**src/rtl/shreg_pkg.sv**
```systemverilog
// Package shreg_pkg
// Shared operation encoding and the control decode for the sign-extending
// shift register. Assumes all control inputs are active as documented in
// the brief (enables and sign-extend active low).
package shreg_pkg;

    typedef enum logic [1:0] {
        OP_HOLD  = 2'd0,
        OP_LOAD  = 2'd1,
        OP_SHIFT = 2'd2,
        OP_SEXT  = 2'd3
    } shop_e;

    // Map the three mode pins onto one clocked operation.
    function automatic shop_e decode_op(input logic en_n,
                                        input logic sp,
                                        input logic sx_n);
        shop_e r;
        if (en_n)       r = OP_HOLD;
        else if (!sp)   r = OP_LOAD;
        else if (!sx_n) r = OP_SEXT;
        else            r = OP_SHIFT;
        return r;
    endfunction

endpackage

```
**src/rtl/shreg_ctrl.sv**
```systemverilog
// Module shreg_ctrl
// Decodes the mode pins into an operation code, flags load mode for the
// port direction logic and selects the serial input bit. Purely
// combinational; assumes its inputs are stable around the clock edge.
module shreg_ctrl
    import shreg_pkg::*;
(
    input  logic  reg_en_n,
    input  logic  ser_par,
    input  logic  sext_n,
    input  logic  dsel,
    input  logic  sin0,
    input  logic  sin1,
    output shop_e op,
    output logic  load_mode,
    output logic  ser_bit
);

    // Operation decode, load-mode flag and serial source choice.
    always_comb begin
        op        = decode_op(reg_en_n, ser_par, sext_n);
        load_mode = !reg_en_n && !ser_par;
        ser_bit   = dsel ? sin1 : sin0;
    end

endmodule

```
**src/rtl/shreg_stage.sv**
```systemverilog
// Module shreg_stage
// One register stage. It picks its next value from the operation code and
// clears asynchronously on clr_n low. IS_FIRST marks stage A: it takes the
// serial bit on a logical shift and keeps its value on a sign-extend shift.
module shreg_stage
    import shreg_pkg::*;
#(
    parameter bit IS_FIRST = 1'b0
) (
    input  logic  clk,
    input  logic  clr_n,
    input  shop_e op,
    input  logic  prev_bit,
    input  logic  par_bit,
    output logic  q
);

    logic nxt;

    // Next-value selection for this stage.
    always_comb begin
        unique case (op)
            OP_LOAD:  nxt = par_bit;
            OP_SHIFT: nxt = prev_bit;
            OP_SEXT:  nxt = IS_FIRST ? q : prev_bit;
            default:  nxt = q;
        endcase
    end

    // Storage flop with asynchronous active-low clear.
    always_ff @(posedge clk or negedge clr_n) begin
        if (!clr_n) q <= 1'b0;
        else        q <= nxt;
    end

endmodule

```
**src/rtl/shreg_port.sv**
```systemverilog
// Module shreg_port
// Drives the shared data port and the serial output from the register.
// Assumes the pad itself merges pin_out and pin_oe into a three-state pin.
module shreg_port #(
    parameter int WIDTH = 8
) (
    input  logic             oe_n,
    input  logic             load_mode,
    input  logic [WIDTH-1:0] q,
    output logic [WIDTH-1:0] pin_out,
    output logic [WIDTH-1:0] pin_oe,
    output logic             ser_out
);

    // Port drive: turned off when the pins act as inputs or oe_n is high.
    always_comb begin
        pin_out = q;
        pin_oe  = {WIDTH{!oe_n && !load_mode}};
        ser_out = q[WIDTH-1];
    end

endmodule

```
**src/rtl/shreg_sext.sv**
```systemverilog
// Module shreg_sext
// Top level of the sign-extending shift register with a shared data port.
// It assumes stage A is bit 0 and that data moves towards bit WIDTH-1.
// clr_n is an asynchronous clear that the environment releases away from
// the clock edge. The assertions guarding each requirement sit here.
module shreg_sext
    import shreg_pkg::*;
#(
    parameter int WIDTH = 8
) (
    input  logic             clk,
    input  logic             clr_n,
    input  logic             reg_en_n,
    input  logic             ser_par,
    input  logic             sext_n,
    input  logic             dsel,
    input  logic             sin0,
    input  logic             sin1,
    input  logic             oe_n,
    input  logic [WIDTH-1:0] pin_in,
    output logic [WIDTH-1:0] pin_out,
    output logic [WIDTH-1:0] pin_oe,
    output logic             ser_out
);

    localparam int TOP = WIDTH - 1;

    shop_e            op;
    logic             load_mode;
    logic             ser_bit;
    logic [WIDTH-1:0] q;

    shreg_ctrl u_ctrl (
        .reg_en_n  (reg_en_n),
        .ser_par   (ser_par),
        .sext_n    (sext_n),
        .dsel      (dsel),
        .sin0      (sin0),
        .sin1      (sin1),
        .op        (op),
        .load_mode (load_mode),
        .ser_bit   (ser_bit)
    );

    // One stage per bit; the first stage is fed from the serial input.
    for (genvar i = 0; i < WIDTH; i++) begin : g_stage
        if (i == 0) begin : g_first
            shreg_stage #(.IS_FIRST(1'b1)) u_stage (
                .clk      (clk),
                .clr_n    (clr_n),
                .op       (op),
                .prev_bit (ser_bit),
                .par_bit  (pin_in[i]),
                .q        (q[i])
            );
        end else begin : g_rest
            shreg_stage #(.IS_FIRST(1'b0)) u_stage (
                .clk      (clk),
                .clr_n    (clr_n),
                .op       (op),
                .prev_bit (q[i-1]),
                .par_bit  (pin_in[i]),
                .q        (q[i])
            );
        end
    end

    shreg_port #(.WIDTH(WIDTH)) u_port (
        .oe_n      (oe_n),
        .load_mode (load_mode),
        .q         (q),
        .pin_out   (pin_out),
        .pin_oe    (pin_oe),
        .ser_out   (ser_out)
    );

    // a disabled register keeps its value.
    a_r2_hold: assert property (@(posedge clk) disable iff (!clr_n)
        reg_en_n |=> $stable(pin_out));

    // a load captures the shared pins.
    a_r3_load: assert property (@(posedge clk) disable iff (!clr_n)
        (!reg_en_n && !ser_par) |=> (pin_out == $past(pin_in)));

    // a logical shift moves the stages up by one and inserts the chosen serial bit.
    a_r4_shift: assert property (@(posedge clk) disable iff (!clr_n)
        (!reg_en_n && ser_par && sext_n) |=>
        (pin_out[TOP:1] == $past(pin_out[TOP-1:0]))
        && (pin_out[0] == ($past(dsel) ? $past(sin1) : $past(sin0))));

    // an arithmetic shift keeps stage A.
    a_r5_sext: assert property (@(posedge clk) disable iff (!clr_n)
        (!reg_en_n && ser_par && !sext_n) |=>
        (pin_out[TOP:1] == $past(pin_out[TOP-1:0]))
        && (pin_out[0] == $past(pin_out[0])));

    // the port is not driven while oe_n is high.
    a_r6_oe_off: assert property (@(posedge clk) disable iff (!clr_n)
        oe_n |-> (pin_oe == '0));

    // the port is not driven in load mode.
    a_r9_load_hiz: assert property (@(posedge clk) disable iff (!clr_n)
        (!reg_en_n && !ser_par) |-> (pin_oe == '0));

    // the serial output follows the last stage.
    a_r8_serout: assert property (@(posedge clk) disable iff (!clr_n)
        ser_out == pin_out[TOP]);

endmodule

```
**config.mk**
```make
export PLATFORM = sky130hd
export DESIGN_NAME = shreg_sext
export DESIGN_NICKNAME = d
export VERILOG_FILES = /design/src/rtl/shreg_pkg.sv /design/src/rtl/shreg_ctrl.sv /design/src/rtl/shreg_stage.sv /design/src/rtl/shreg_port.sv /design/src/rtl/shreg_sext.sv
export SDC_FILE = /design/constraint.sdc
export NUM_CORES = 1
export LEC_CHECK = 0
export BUFFER_PORTS_ARGS = -buffer_cell sky130_fd_sc_hd__buf_2
export CAP_MARGIN = 10
export CORE_AREA = 2 2 39 41
export DETAILED_ROUTE_END_ITERATION = 6
export DIE_AREA = 0 0 41 43
export HOLD_SLACK_MARGIN = 0.15
export PLACE_DENSITY = 0.75
export SETUP_SLACK_MARGIN = 0.02
export SLEW_MARGIN = 5
export SYNTH_ARGS = -nofsm -noshare
export SYNTH_HDL_FRONTEND = slang
export SYNTH_HIERARCHICAL = 1
export SYNTH_SLANG_ARGS = --single-unit
export TNS_END_PERCENT = 50
```
**constraint.sdc**
```tcl
create_clock -name clk -period 2.3 [get_ports clk]
set_clock_uncertainty 0.15 [all_clocks]
set_input_delay 0.115 -clock clk [delete_from_list [all_inputs] [get_ports clk]]
set_output_delay 0.115 -clock clk [all_outputs]
set_load 0.1 [all_outputs]
```
* Yosys cells after proc, flatten, opt, wreduce, memory -nomap -nowiden *
Cells that the tools add are included.

storage, ports and cells
  flip-flop bits (word level) = 8
  input bits = 17
  output and inout port bits = 17
  word-level logic and storage cells = 32

cells by class
  eq/ne operators = 3
  mux-type cells = 12
  reductions and logical operators = 9

operators by type and width
  cell                                            count
  case mux 1 bit (2 select lines)                 8
  == test 2 bit (second input constant)           2
  zero test 1 bit                                 4
  2-to-1 mux 2 bit                                2
  nonzero test 2 bit                              2
  == test 2 x 1 -> 1 bit (second input constant)  1
  logical AND 1 bit                               2
  2-to-1 mux 1 bit                                2
  OR reduction 2 bit                              1

* Depth between registers and ports, before layout *
Gate-level depths: netlist of run 1.

  word-level depth = 6
  mapped depth = 5
  depth with buffers taken out = 5

* Cells and area by module *
The synthesis of run 1 kept the hierarchy.

modules (own cells, without submodules)
  module                                       instances  cells each  area each (µm²)  sequential area each (µm²)
  shreg_stage (g_stage[1].g_rest.u_stage ...)  7          4           43.8             25.0
  shreg_port                                   1          17          123.9            0.0
  shreg_stage (g_stage[0].g_first.u_stage)     1          6           60.1             25.0
  shreg_ctrl                                   1          4           30.0             0.0

* Least setup slack after synthesis of run 1 *
No wires, ideal clock.

  path type = input to output
  start point = input port ser_par
  end point = output port pin_oe[1]
  arrival = 2.121 ns
  data required time = 2.035 ns
  setup slack = -0.086 ns
  stages = 3
  path buffers = 1
  path through = nor2_1 > nor2_1 > buf_4

on the way
  longest elaborated chain between the ends = 4

RTL lines
  what                RTL line          RTL
  start: declaration  shreg_sext.sv:14  input logic ser_par,
  zero test 1 bit     shreg_ctrl.sv:22  load_mode = !reg_en_n && !ser_par;
  logical AND 1 bit   shreg_ctrl.sv:22
  zero test 1 bit     shreg_port.sv:18  pin_oe = {WIDTH{!oe_n && !load_mode}};
  logical AND 1 bit   shreg_port.sv:18
  end: declaration    shreg_sext.sv:22  output logic [WIDTH-1:0] pin_oe,

No other way between the ends.

* Final worst setup path of run 1 *
  start point = input port ser_par
  end point = register g_stage[0].g_first.u_stage.q

on the way
  longest elaborated chain between the ends = 4
  elaborated cells between the ends (all ways) = 6
  those cells by class = eq/ne (2); mux (3); reduce/logical (1)

RTL lines
  what                                                                          RTL line           RTL
  2-to-1 mux 2 bit *                                                            shreg_pkg.sv:20    else if (!sp) r = OP_LOAD;
  2-to-1 mux 2 bit *                                                            shreg_pkg.sv:19    if (en_n) r = OP_HOLD;
  named net op[0]                                                               shreg_sext.sv:28   shop_e op;
  == test 2 bit / == test 2 x 1 -> 1 bit (equally long branches)                shreg_stage.sv:22  unique case (op)
  case mux 1 bit (2 select lines) / nonzero test 2 bit (equally long branches)  n/a
  end signal: assignment                                                        shreg_stage.sv:33  else q <= nxt;
  end: declaration                                                              shreg_stage.sv:15  output logic q

The timed path passes the listed nets; every way through them passes the cells marked *.
A chain may end at the register's enable or synchronous reset.

==> flow_summary.rst, run 1 <==
.. list-table::
   :header-rows: 1

   * - Metric
     - Value
   * - Result of the run
     - finished, final reports clean
   * - Placed cell count
     - 90
   * - Max-slew violation count
     - 0
   * - Area grow syn2layout
     - 41.3%
   * - First-pass GRT wire length
     - 1530 um
   * - Number of buffers added for setup after CTS
     - 0
   * - Top cells by area, synth
     - sky130_fd_sc_hd__dfrtp_1, sky130_fd_sc_hd__buf_4, sky130_fd_sc_hd__mux2i_1
   * - Non-Filler Instances
     - around 100
   * - Tcrit/Tclk final
     - approximately three quarters
   * - NumNets Final
     - approximately 110
   * - Overflow left after global routing
     - 0
   * - Post-Syn Instances
     - between 50 and 60
   * - Hold Crit Class
     - in -> reg
   * - First-pass detailed-route iteration total
     - 4
   * - Core Area
     - 1380 um^2
   * - Antenna violations before repair
     - 0
   * - CTS H-tree depth
     - 1
   * - Drc violations
     - 0
   * - Number of nets with antenna violations after detailed routing
     - 0
   * - GRT Resource Usage Total
     - 12.9%
   * - Unrepaired setup endpoints after global routing
     - false
   * - Mean Syn Cell Area
     - 9.46 um^2
   * - Inserted Clock Buffers
     - 3
   * - Slew of the pin with the lowest slew margin
     - 0.522 ns
   * - Time the worst path needs with I/O delays and setup
     - ~1.8 ns
   * - Number of antenna repair diodes
     - 0
   * - Worst slack at placement
     - just over 0.8 ns
   * - Commonest cells after routing, fill and taps aside
     - sky130_fd_sc_hd__buf_2, sky130_fd_sc_hd__dlygate4sd3_1
   * - Wire length per cell
     - 9.93 um
   * - DRT iter0 DRCs
     - 10
   * - Die area
     - 1760 um^2
   * - X dimension of the die
     - 41 um
   * - Top-area cell type share of the netlist area
     - between 30 and 40%
   * - Clk pin slew, worst setup/hold paths
     - 0.05 ns
   * - Final worst-path setup slack
     - 0.533 ns
   * - Routed wire length
     - 1030 um
   * - Worst relative slew slack
     - 65.2%
   * - Largest net degree at the start of global routing
     - 16
   * - # Max-Cap Violations
     - 0
   * - Met3 WL post-DR
     - between 100 and 150 um
   * - Required time of the critical path
     - 2.28 ns
   * - Met2 WL post-DR
     - 528 um
   * - Achievable frequency
     - between 500 and 600 MHz
   * - Number of distinct standard cells referenced by the synthesized netlist
     - 11
   * - Type of element capturing the critical path
     - register
   * - Critical Path AT
     - 1.75 ns
   * - P per Cell Area
     - approximately 900 nW/um^2
   * - Sum Neg Setup Slack
     - 0 ns
   * - Avg Vias per Cell
     - around 4.5
   * - Count of input and output buffers
     - 33
   * - Detailed-route via count
     - 468
   * - Sequential element share of the synthesized area
     - ~38%
   * - Share of the core filled with cells
     - 53.2%
   * - Root buffer cell
     - sky130_fd_sc_hd__clkbuf_4
   * - Fraction of final layout cells with drive strength greater than 1
     - 45.5%
   * - Final RePlAce weighted congestion
     - 0.628
   * - Launching element type of the critical path
     - input pin
   * - Peak ir drop on the vdd network
     - 0.436 mV
   * - Number of global-route vias before repair
     - ~410
   * - Syn Std Cell Area
     - 520 um^2
   * - Clock insertion delay at the later pin of the skew report
     - between 0.2 and 0.3 ns
   * - Number of storage elements in the synthesis netlist
     - 8
   * - Static Leak
     - between 0.3 and 0.4 nW
   * - Crit Path Class
     - in -> reg
   * - Clock Sinks
     - 8
   * - DRT met1 WL
     - 398 um
   * - Maximum clock insertion buffer count
     - 2
   * - TritonCTS clock tree
     - yes
   * - Leading cell type in the layout, fill and taps excluded
     - sky130_fd_sc_hd__buf_2
   * - Initial core utilization
     - 37.6%
   * - # IOs
     - 34
   * - Height of the chip
     - 43 um
   * - Uppermost metal layer occupied by signal nets
     - met3
   * - FP Rows
     - 14
   * - Net count of the mapped netlist
     - 73
   * - Synth area leader
     - sky130_fd_sc_hd__dfrtp_1
   * - Crit Path Max Fanout
     - 5
   * - Count of warnings emitted by yosys
     - 6
   * - Number of setup violations in the final report
     - 0
   * - Hold violation count in the final report
     - 0
## critical path, cell delays in order
cell and delay (ns):
sky130_fd_sc_hd__buf_2 0.11, sky130_fd_sc_hd__a21oi_1 0.44, sky130_fd_sc_hd__inv_1 0.09, sky130_fd_sc_hd__ha_1 0.23, sky130_fd_sc_hd__mux2i_1 0.14, sky130_fd_sc_hd__dlygate4sd3_1 0.56
sky130_fd_sc_hd__o21ai_1 0.06
## cells in the mapped netlist
master / count
sky130_fd_sc_hd__nand2_1: 8
sky130_fd_sc_hd__inv_1: 1
sky130_fd_sc_hd__ha_1: 1
sky130_fd_sc_hd__mux2i_1: 8
sky130_fd_sc_hd__nor2b_1: 1
sky130_fd_sc_hd__mux2_4: 1
sky130_fd_sc_hd__nor2_1: 2
sky130_fd_sc_hd__buf_4: 16
sky130_fd_sc_hd__dfrtp_1: 8
sky130_fd_sc_hd__a21oi_1: 1
sky130_fd_sc_hd__o21ai_1: 8
## routing by layer
metal | global-route usage (%) | vias up
li1 | - | 237
met1 | 13.8 | 204
met2 | 23.1 | 27
met3 | 1.57 | 0
met4 | 6.00 | 0
met5 | 0 | -
## sequential cells by signal, indices dropped and copies added (netlist names)
name and count:
g_stage.g_first.u_stage/q 1, g_stage.g_rest.u_stage/q 7
## path summary, 6_finish.rpt
kind                                                          from                                  endpoint  slack, ns  cells past startpoint
max                                                        ser_par  g_stage[0].g_first.u_stage/q$_DFFE_PN0P_       0.53                      7
min                                                       reg_en_n   g_stage[7].g_rest.u_stage/q$_DFFE_PN0P_       0.18                      5
max reg2reg                g_stage[3].g_rest.u_stage/q$_DFFE_PN0P_   g_stage[3].g_rest.u_stage/q$_DFFE_PN0P_       1.42                      2
min reg2reg                g_stage[4].g_rest.u_stage/q$_DFFE_PN0P_   g_stage[5].g_rest.u_stage/q$_DFFE_PN0P_       0.37                      2
max in group asynchronous                                    clr_n   g_stage[7].g_rest.u_stage/q$_DFFE_PN0P_       1.05                      3
min in group asynchronous                                    clr_n   g_stage[2].g_rest.u_stage/q$_DFFE_PN0P_       0.68                      3
## logic make-up (layout without fill, tap and decap cells)
kind of cell | after synthesis | in the layout | share of synthesized area, %
buffers and inverters | 17 | 50 | 23.8
AND/OR/NAND/NOR | 11 | 11 | 8.41
AO/OA/AOI/OAI | 9 | 9 | 8.65
multiplexers | 9 | 9 | 18.3
flip-flops | 8 | 8 | 38.5
adder cells (fa/ha/maj) | 1 | 1 | 2.40
## power breakdown
| group | switching [mW] | internal [mW] |
|---|---|---|
| logic | 0.315 | 0.0715 |
| clock network | 0.0452 | 0.0595 |
| registers | 0.0175 | 0.165 |
## area by class of cell
type                    instances  area, um^2
multi-input cells              30         199
repair buffers                 46         290
inverters                       1        3.75
well taps                      16        20.0
clock buffers                   3        22.5
fillers                       131         648
flip-flops and latches          8         200
## metrics by stage
stage	area (um^2)	hold slack [ns]	total power [mW]
6_report	736	0.184	0.674
5_1_grt	736	0.200	0.709
3_5_place_dp	603	-0.173	0.559
3_3_place_gp	603	-0.188	0.554
2_1_floorplan	523	-0.331	0.545
4_1_cts	736	0.180	0.682
## repair_timing
item | 4_1_cts | 5_1_grt
resized for setup | 0 | 0
endpoints found under the hold margin | 16 | 0
hold buffers | 11 | 0
No activity file was read; power rests on OpenSTA's default activity.
==> inputs of run 2 (changes only) <==
- ABC_AREA: not set -> 1
- CORE_AREA: 2 2 39 41 -> not set
- CORE_ASPECT_RATIO: not set -> 1.1
- CORE_MARGIN: not set -> 2
- CORE_UTILIZATION: not set -> 43
- DIE_AREA: 0 0 41 43 -> not set
- PLACE_DENSITY: 0.75 -> 0.77
- clock period: 2.3 -> 1.81 ns (I/O delays scaled with it)
==> run 2 against run 1 <==
Non-clock buffer count unchanged. Global-route usage rose by 3.0 points. Die area up 5.0%. Sequential cell count is the same. Sequential share of layout area fell by 4.2 points. Setup slack worse by 0.20 ns. First-iteration DRC count grew 30%. Critical path depth unchanged. Design area grew 18%.
==> flow_summary.rst, run 2 <==
.. list-table::
   :header-rows: 1

   * - Metric
     - Value
   * - Instance area after placement
     - 737 um^2 (+22%)
   * - Crit Path Max Fanout
     - 1 (-4)
   * - Xor-xnor portion of the synthesized cell area
     - 0% (unchanged)
   * - Result of the run
     - finished, final reports clean
   * - Comb power frac
     - 58.1% (+0.7 points)
   * - X dimension of the die
     - 41.2 um (+0.48%)
   * - Drc violations
     - 0 (unchanged)
   * - Met2 WL post-DR
     - 589 um (+12%)
   * - Max-slew violation count
     - 0 (unchanged)
   * - Compound-gate portion of the synthesized area
     - 0.765% (-7.9 points)
   * - Uppermost metal layer occupied by signal nets
     - met3
   * - Worst relative slew slack
     - 67.7% (+2.5 points)
   * - Number of gates resized after cts
     - 0 (unchanged)
   * - Type of element capturing the critical path
     - register
   * - First-pass detailed-route iteration total
     - 4 (unchanged)
   * - Time the worst path needs with I/O delays and setup
     - 1.48 ns
   * - Required time of the critical path
     - 1.80 ns (-0.48 ns)
   * - NumNets Final
     - 160 (+48%)
   * - Hold violation count in the final report
     - 0 (unchanged)
   * - Switching component of the power
     - 0.482 mW (+27%)
   * - Count of input and output buffers
     - 33 (unchanged)
   * - Overflow left after global routing
     - 0 (unchanged)
   * - Number of global-route vias before repair
     - 530 (+30%)
   * - Crit Path Class
     - in -> reg
   * - Met3 WL post-DR
     - 112 um (+6.7%)
   * - # IOs
     - 34 (unchanged)
   * - Top cells by area, synth
     - sky130_fd_sc_hd__dfrtp_1, sky130_fd_sc_hd__inv_1, sky130_fd_sc_hd__nand2_1
   * - Area grow syn2layout
     - 32.9%
   * - Portion of total power attributed to sequential cells
     - 26.8% (-0.3 points)
   * - Number of setup violations in the final report
     - 0 (unchanged)
   * - Number of synthesized flops with an enable pin
     - 0 (unchanged)
   * - Number of distinct standard cells referenced by the synthesized netlist
     - 9 (-2)
   * - Avg Vias per Cell
     - 4.02 (-11%)
   * - Height of the chip
     - 44.9 um (+4.5%)
   * - Cell Int Power
     - 0.376 mW (+27%)
   * - Proportion of synthesized area in mux cells
     - 0% (-18 points)
   * - Achievable frequency
     - 678 MHz
   * - Fraction of final layout cells with drive strength greater than 1
     - 28.6% (-17 points)
   * - Unrepaired setup endpoints after global routing
     - false
   * - DRT iter0 DRCs
     - 13 (+3)
   * - Clock Sinks
     - 8 (unchanged)
   * - Tcrit/Tclk final
     - 81.5%
   * - Top-area cell type share of the netlist area
     - 30.6% (-7.9 points)
   * - Launching element type of the critical path
     - input pin
   * - Max FFs per register
     - 7 (unchanged)
   * - First-pass GRT wire length
     - 1970 um (+29%)
   * - Registers with the highest flip-flop counts
     - g_stage.g_rest.u_stage/q x7, g_stage.g_first.u_stage/q x1
   * - Count of warnings emitted by yosys
     - 6 (unchanged)
   * - Final RePlAce weighted congestion
     - 0.709 (+13%)
   * - Slew of the pin with the lowest slew margin
     - 0.488 ns (-0.0346 ns)
   * - Maximum clock insertion buffer count
     - 2 (unchanged)
   * - Share of the core filled with cells
     - 62.1% (+8.9 points)
   * - Final design instance area without fill
     - 870 um^2 (+18%)
   * - List of most frequent post-synthesis cells
     - sky130_fd_sc_hd__inv_1, sky130_fd_sc_hd__nand2_1, sky130_fd_sc_hd__buf_4
   * - CTS H-tree depth
     - 1 (unchanged)
   * - Peak ir drop on the vdd network
     - 0.590 mV (+35%)
   * - Async S/R FF share, synth
     - 100% (unchanged)
   * - # Max-Cap Violations
     - 0 (unchanged)
   * - Clk pin slew, worst setup/hold paths
     - 0.05 ns (about the same)
   * - Proportion of power drawn by the clock network
     - 15.1% (-0.4 points)
   * - Post-Syn Instances
     - 107 (+95%)
   * - Routed wire length
     - 1260 um (+22%)
   * - Hold Crit Class
     - in -> reg
   * - Number of antenna repair diodes
     - 0 (unchanged)
   * - Commonest cells after routing, fill and taps aside
     - sky130_fd_sc_hd__inv_1, sky130_fd_sc_hd__nand2_1, sky130_fd_sc_hd__buf_2, sky130_fd_sc_hd__dlygate4sd3_1
   * - FP Rows
     - 14 (unchanged)
   * - Worst R2R Setup Slack
     - 0.93 ns (-0.49 ns)
   * - Synth area leader
     - sky130_fd_sc_hd__dfrtp_1
   * - Inserted Clock Buffers
     - 3 (unchanged)
   * - Sequential element share of the synthesized area
     - 30.6% (-7.9 points)
   * - P per Cell Area
     - 986 nW/um^2 (+7.7%)
   * - Non-Filler Instances
     - 156 (+50%)
   * - Die area
     - 1850 um^2 (+5.0%)
   * - Placed cell count
     - 142 (+58%)
   * - Prevailing post-synth register cell
     - sky130_fd_sc_hd__dfrtp_1
   * - Static Leak
     - 0.577 nW (+48%)
   * - Top reg by flops
     - g_stage.g_rest.u_stage/q
   * - Number of storage elements in the synthesis netlist
     - 8 (unchanged)
   * - Detailed-route via count
     - 627 (+34%)
   * - Mean Syn Cell Area
     - 6.12 um^2 (-35%)
   * - Sum Neg Setup Slack
     - 0 ns (unchanged)
   * - Wire length per cell
     - 8.05 um (-19%)
   * - Adder-Cell Fraction of Synth Area
     - 1.91% (-0.49 points)
   * - Antenna violations before repair
     - 0 (unchanged)
   * - Critical Path AT
     - 1.46 ns (-0.29 ns)
   * - Core Area
     - 1400 um^2 (+1.3%)
   * - TritonCTS clock tree
     - yes
   * - Number of nets with antenna violations after detailed routing
     - 0 (unchanged)
   * - DRT met1 WL
     - 554 um (+39%)
   * - GRT Resource Usage Total
     - 16.0% (+3.0 points)
   * - Largest net degree at the start of global routing
     - 15 (-1)
   * - Root buffer cell
     - sky130_fd_sc_hd__clkbuf_4
   * - Syn Std Cell Area
     - 654 um^2 (+26%)
   * - Clock insertion delay at the later pin of the skew report
     - 0.24 ns (about the same)
   * - Sum of net half-perimeters after detailed placement
     - 931 um
   * - Largest family of logic cells by synthesized area
     - buffers and inverters
   * - Net count of the mapped netlist
     - 125 (+71%)
   * - Share of total power consumed by net switching
     - 56.2% (+0.070 points)
   * - Initial core utilization
     - 46.7% (+9.1 points)
   * - Post-synthesis share of cell area spent on and, or, nand and nor gates
     - 28.3% (+20 points)
==> run 2: changes by cell type in the layout (fill, tap and decap cells not counted), sizes merged <==
cell and change:
inv +34, mux2 -1, mux2i -8, nand2 +27, nand3 +8, nor2 +1
nor2b -1, o21ai -8
==> run 2: cell families (layout without fill, tap and decap cells) <==
logic type | count (synthesis) | in the layout
adder cells (fa/ha/maj) | 1 | 1
buffers and inverters | 51 | 84
AND/OR/NAND/NOR | 46 | 46
AO/OA/AOI/OAI | 1 | 1
flip-flops | 8 | 8
==> run 2: metal layers <==
layer  up-vias  GRT usage, %
met5         -             0
met2        26          24.7
met3         0          2.96
met1       253          21.0
met4         0          7.74
li1        348             -
==> run 2: metrics by stage <==
step                hold WS, ns  total power, mW  worst slack (ns)
global placement         -0.209            0.707             0.676
finish                    0.161            0.858             0.334
CTS                       0.158            0.867             0.349
detailed placement       -0.211            0.713             0.649
floorplan                -0.355            0.690            0.0659
global route              0.173            0.906             0.208
==> run 2: critical path, cell delays in order <==
cell                            delay (ns)
sky130_fd_sc_hd__dlygate4sd3_1        0.52
sky130_fd_sc_hd__buf_2                0.12
sky130_fd_sc_hd__inv_1                0.04
sky130_fd_sc_hd__nand2_1              0.04
sky130_fd_sc_hd__nand3_1              0.06
sky130_fd_sc_hd__dlygate4sd3_1        0.55
sky130_fd_sc_hd__nand2_1              0.04
==> run 2: cell type report <==
type / instances / area, um^2
Sequential cell: 8 / 200
Fill cell: 140 / 532
Multi-Input combinational cell: 48 / 205
Inverter: 35 / 131
Clock buffer: 3 / 22.5
Tap cell: 16 / 20.0
Timing Repair Buffer: 46 / 290
==> run 2: timing repair <==
| action | CTS | global route |
|---|---|---|
| hold buffers | 11 | 0 |
| endpoints found under the hold margin | 16 | 0 |
| setup buffers | 0 | 0 |
==> run 2: path summary, 6_finish.rpt <==
kind / startpoint / end / depth (start not counted)
max: pin_in[0] / g_stage[0].g_first.u_stage/q$_DFFE_PN0P_ / 7
min: sext_n / g_stage[0].g_first.u_stage/q$_DFFE_PN0P_ / 6
max reg2reg: g_stage[5].g_rest.u_stage/q$_DFFE_PN0P_ / g_stage[5].g_rest.u_stage/q$_DFFE_PN0P_ / 4
min reg2reg: g_stage[6].g_rest.u_stage/q$_DFFE_PN0P_ / g_stage[7].g_rest.u_stage/q$_DFFE_PN0P_ / 2
max in group asynchronous: clr_n / g_stage[7].g_rest.u_stage/q$_DFFE_PN0P_ / 3
min in group asynchronous: clr_n / g_stage[0].g_first.u_stage/q$_DFFE_PN0P_ / 3
==> run 2: power groups by stage <==
| stage | sequential (mW) | clock [mW] | combinational (mW) |
|---|---|---|---|
| floorplan | 0.227 | 0 | 0.463 |
| global placement | 0.231 | 0 | 0.476 |
| detailed placement | 0.232 | 0 | 0.480 |
| CTS | 0.230 | 0.137 | 0.500 |
| global route | 0.232 | 0.147 | 0.527 |
| finish | 0.230 | 0.130 | 0.498 |
==> inputs of run 3 (changes only) <==
- clock period: 1.81 -> 1.44 ns (I/O delays scaled with it)
==> run 3 against run 2 <==
Combinational power increased by 29%. Wire length increased by 9.1%. Largest cell class unchanged. Count of clock-buffer cells in the layout unchanged. First-iteration DRC count decreased by 7.7%. Sequential share of layout area decreased by 1.7 points. Sequential power up 25%. Global-route usage grew 2.5 points. Design area up 7.9%. Critical path depth did not move. Utilization up 4.9 points. Via count grew 5.7%. Clock power up 34%.
==> flow_summary.rst, run 3 (synthesis gave the netlist of run 2 again) <==
.. list-table::
   :header-rows: 1

   * - Metric
     - Value
   * - Number of filler instances in the final layout
     - 128 (-8.6%)
   * - Clock insertion delay at the later pin of the skew report
     - 0.25 ns (about the same)
   * - First-pass detailed-route iteration total
     - 4 (unchanged)
   * - Maximum clock insertion buffer count
     - 2 (unchanged)
   * - # IOs
     - 34 (unchanged)
   * - Comb power frac
     - 58.3% (+0.2 points)
   * - Portion of total power attributed to sequential cells
     - 26.0% (-0.8 points)
   * - Peak ir drop on the vdd network
     - 0.695 mV (+18%)
   * - Initial core utilization
     - 46.7% (unchanged)
   * - Share of total power consumed by net switching
     - 56.2% (about the same)
   * - Number of setup violations in the final report
     - 0 (unchanged)
   * - Achievable frequency
     - around 740 MHz
   * - Worst relative slew slack
     - 67.9% (+0.18 points)
   * - Critical Path AT
     - 1.34 ns (-0.12 ns)
   * - Static Leak
     - 0.605 nW (+4.9%)
   * - Crit Path Max Fanout
     - 14 (+13)
   * - Required time of the critical path
     - 1.44 ns (-0.36 ns)
   * - P per Cell Area
     - 1170 nW/um^2 (+19%)
   * - Commonest cells after routing, fill and taps aside
     - sky130_fd_sc_hd__inv_1, sky130_fd_sc_hd__nand2_1, sky130_fd_sc_hd__buf_2, sky130_fd_sc_hd__dlygate4sd3_1
   * - Max FFs per register
     - 7 (unchanged)
   * - Largest net degree at the start of global routing
     - 15 (unchanged)
   * - Drc violations
     - 0 (unchanged)
   * - TritonCTS clock tree
     - yes
   * - Max-slew violation count
     - 0 (unchanged)
   * - Area grow syn2layout
     - 43.4%
   * - Crit-path max cell delay
     - 0.56 ns (about the same)
   * - Detailed-route via count
     - 663 (+5.7%)
   * - Overall Power
     - 1.10 mW (+29%)
   * - Clock Sinks
     - 8 (unchanged)
   * - Height of the chip
     - 44.9 um (unchanged)
   * - Share of the core filled with cells
     - 67.0% (+4.9 points)
   * - Number of nets with antenna violations after detailed routing
     - 0 (unchanged)
   * - Time the worst path needs with I/O delays and setup
     - roughly 1.3 ns
   * - GRT Resource Usage Total
     - 18.5% (+2.5 points)
   * - Hold violation count in the final report
     - 0 (unchanged)
   * - Number of buffers and inverters on the critical path
     - 4 (unchanged)
   * - Instance area after placement
     - 742 um^2 (+0.68%)
   * - Fraction of final layout cells with drive strength greater than 1
     - 28.5% (-0.099 points)
   * - Result of the run
     - finished, final reports clean
   * - Sum Neg Setup Slack
     - 0 ns (unchanged)
   * - CTS H-tree depth
     - 1 (unchanged)
   * - Count of input and output buffers
     - 33 (unchanged)
   * - DRT iter0 DRCs
     - 12 (-1)
   * - Tcrit/Tclk final
     - between 90% and 100%
   * - Overflow left after global routing
     - 0 (unchanged)
   * - Avg Vias per Cell
     - 4.14 (+3.1%)
   * - Hold Crit Class
     - in -> reg
   * - Final RePlAce weighted congestion
     - 0.646 (-8.8%)
   * - Unrepaired setup endpoints after global routing
     - false
   * - Sum of net half-perimeters after detailed placement
     - 939 um (+0.89%)
   * - Slew of the pin with the lowest slew margin
     - 0.485 ns (-0.00270 ns)
   * - Core Area
     - 1400 um^2 (unchanged)
   * - Proportion of power drawn by the clock network
     - 15.7% (+0.6 points)
   * - Type of element capturing the critical path
     - register
   * - Crit Path Class
     - in -> reg
   * - Number of global-route vias before repair
     - 570 (+7.5%)
   * - NumNets Final
     - 164 (+2.5%)
   * - Inserted Clock Buffers
     - 3 (unchanged)
   * - Final design instance area without fill
     - 938 um^2 (+7.9%)
   * - Registers with the highest flip-flop counts
     - g_stage.g_rest.u_stage/q x7, g_stage.g_first.u_stage/q x1
   * - Root buffer cell
     - sky130_fd_sc_hd__clkbuf_4
   * - First-pass GRT wire length
     - 2280 um (+15%)
   * - Sequence of cells on the critical path
     - buf_2 -> dlygate4sd3_1 -> nor2_2 -> buf_4 -> inv_1 -> nand3_1 -> nand2_1
   * - Clk pin slew, worst setup/hold paths
     - 0.05 ns (about the same)
   * - X dimension of the die
     - 41.2 um (unchanged)
   * - Wire length per cell
     - 8.56 um (+6.3%)
   * - Routed wire length
     - 1370 um (+9.1%)
   * - Switching component of the power
     - 0.619 mW (+29%)
   * - Die area
     - 1850 um^2 (unchanged)
   * - Cell Int Power
     - 0.483 mW (+29%)
   * - # Max-Cap Violations
     - 0 (unchanged)
   * - Launching element type of the critical path
     - input pin
   * - Delay-heaviest family, CP
     - buffers and inverters
   * - Number of antenna repair diodes
     - 0 (unchanged)
   * - CP max-delay cell
     - sky130_fd_sc_hd__dlygate4sd3_1
   * - FP Rows
     - 14 (unchanged)
   * - Antenna violations before repair
     - 0 (unchanged)
   * - Top reg by flops
     - g_stage.g_rest.u_stage/q
## run 3: worst register-to-register path: stages (launching register included)
cell	delay, ns
sky130_fd_sc_hd__dfrtp_1	0.39
sky130_fd_sc_hd__inv_1	0.06
sky130_fd_sc_hd__nand2_1	0.05
sky130_fd_sc_hd__nand3_1	0.07
sky130_fd_sc_hd__nand2_1	0.05
## run 3: final timing paths
kind / end / from / depth (start not counted) / slack, ns
hold / removal: g_stage[0].g_first.u_stage/q$_DFFE_PN0P_ / ser_par / 6 / 0.20
setup reg to reg: g_stage[5].g_rest.u_stage/q$_DFFE_PN0P_ / g_stage[5].g_rest.u_stage/q$_DFFE_PN0P_ / 4 / 0.57
setup / recovery: g_stage[6].g_rest.u_stage/q$_DFFE_PN0P_ / reg_en_n / 7 / 0.1
min in group asynchronous: g_stage[7].g_rest.u_stage/q$_DFFE_PN0P_ / clr_n / 3 / 0.64
hold reg to reg: g_stage[7].g_rest.u_stage/q$_DFFE_PN0P_ / g_stage[6].g_rest.u_stage/q$_DFFE_PN0P_ / 2 / 0.35
max in group asynchronous: g_stage[2].g_rest.u_stage/q$_DFFE_PN0P_ / clr_n / 3 / 0.23
## run 3: metal layers
| layer | wire, um | GRT usage (%) | up-vias |
|---|---|---|---|
| li1 | - | - | 354 |
| met1 | 587 | 21.7 | 285 |
| met2 | 693 | 30.9 | 24 |
| met3 | 90 | 4.43 | 0 |
| met4 | 0 | 7.74 | 0 |
| met5 | 0 | 0 | - |
## run 3: final cells by class
class / count / area (um^2) / area share, %
inverter: 35 / 131 / 14.0
tap: 16 / 20.0 / 2.13
timing repair buffer: 50 / 338 / 36.0
clock buffer: 3 / 22.5 / 2.40
multi-input combinational: 48 / 226 / 24.1
sequential: 8 / 200 / 21.3
## run 3: power groups by stage
stage,combinational (mW),clock (mW),sequential (mW)
final,0.642,0.174,0.287
after global routing,0.681,0.197,0.291
after CTS,0.639,0.182,0.287
after detailed placement,0.605,0,0.290
after global placement,0.599,0,0.290
after floorplan,0.583,0,0.285
## run 3: per-stage QoR
| step | setup WS, ns | instances | hold WS, ns |
|---|---|---|---|
| floorplan | -0.0345 | 107 | -0.374 |
| global placement | 0.333 | 142 | -0.222 |
| detailed placement | 0.317 | 142 | -0.220 |
| CTS | 0.0562 | 161 | 0.165 |
| global route | 0.0276 | 160 | 0.223 |
| finish | 0.0953 | 160 | 0.201 |
## run 3: what timing repair did
item | CTS | global route
hold endpoints to repair | 16 | 0
buffers inserted | 0 | 0
hold buffers | 16 | 0
setup endpoints to repair | 0 | 3
resized for setup | 0 | 3
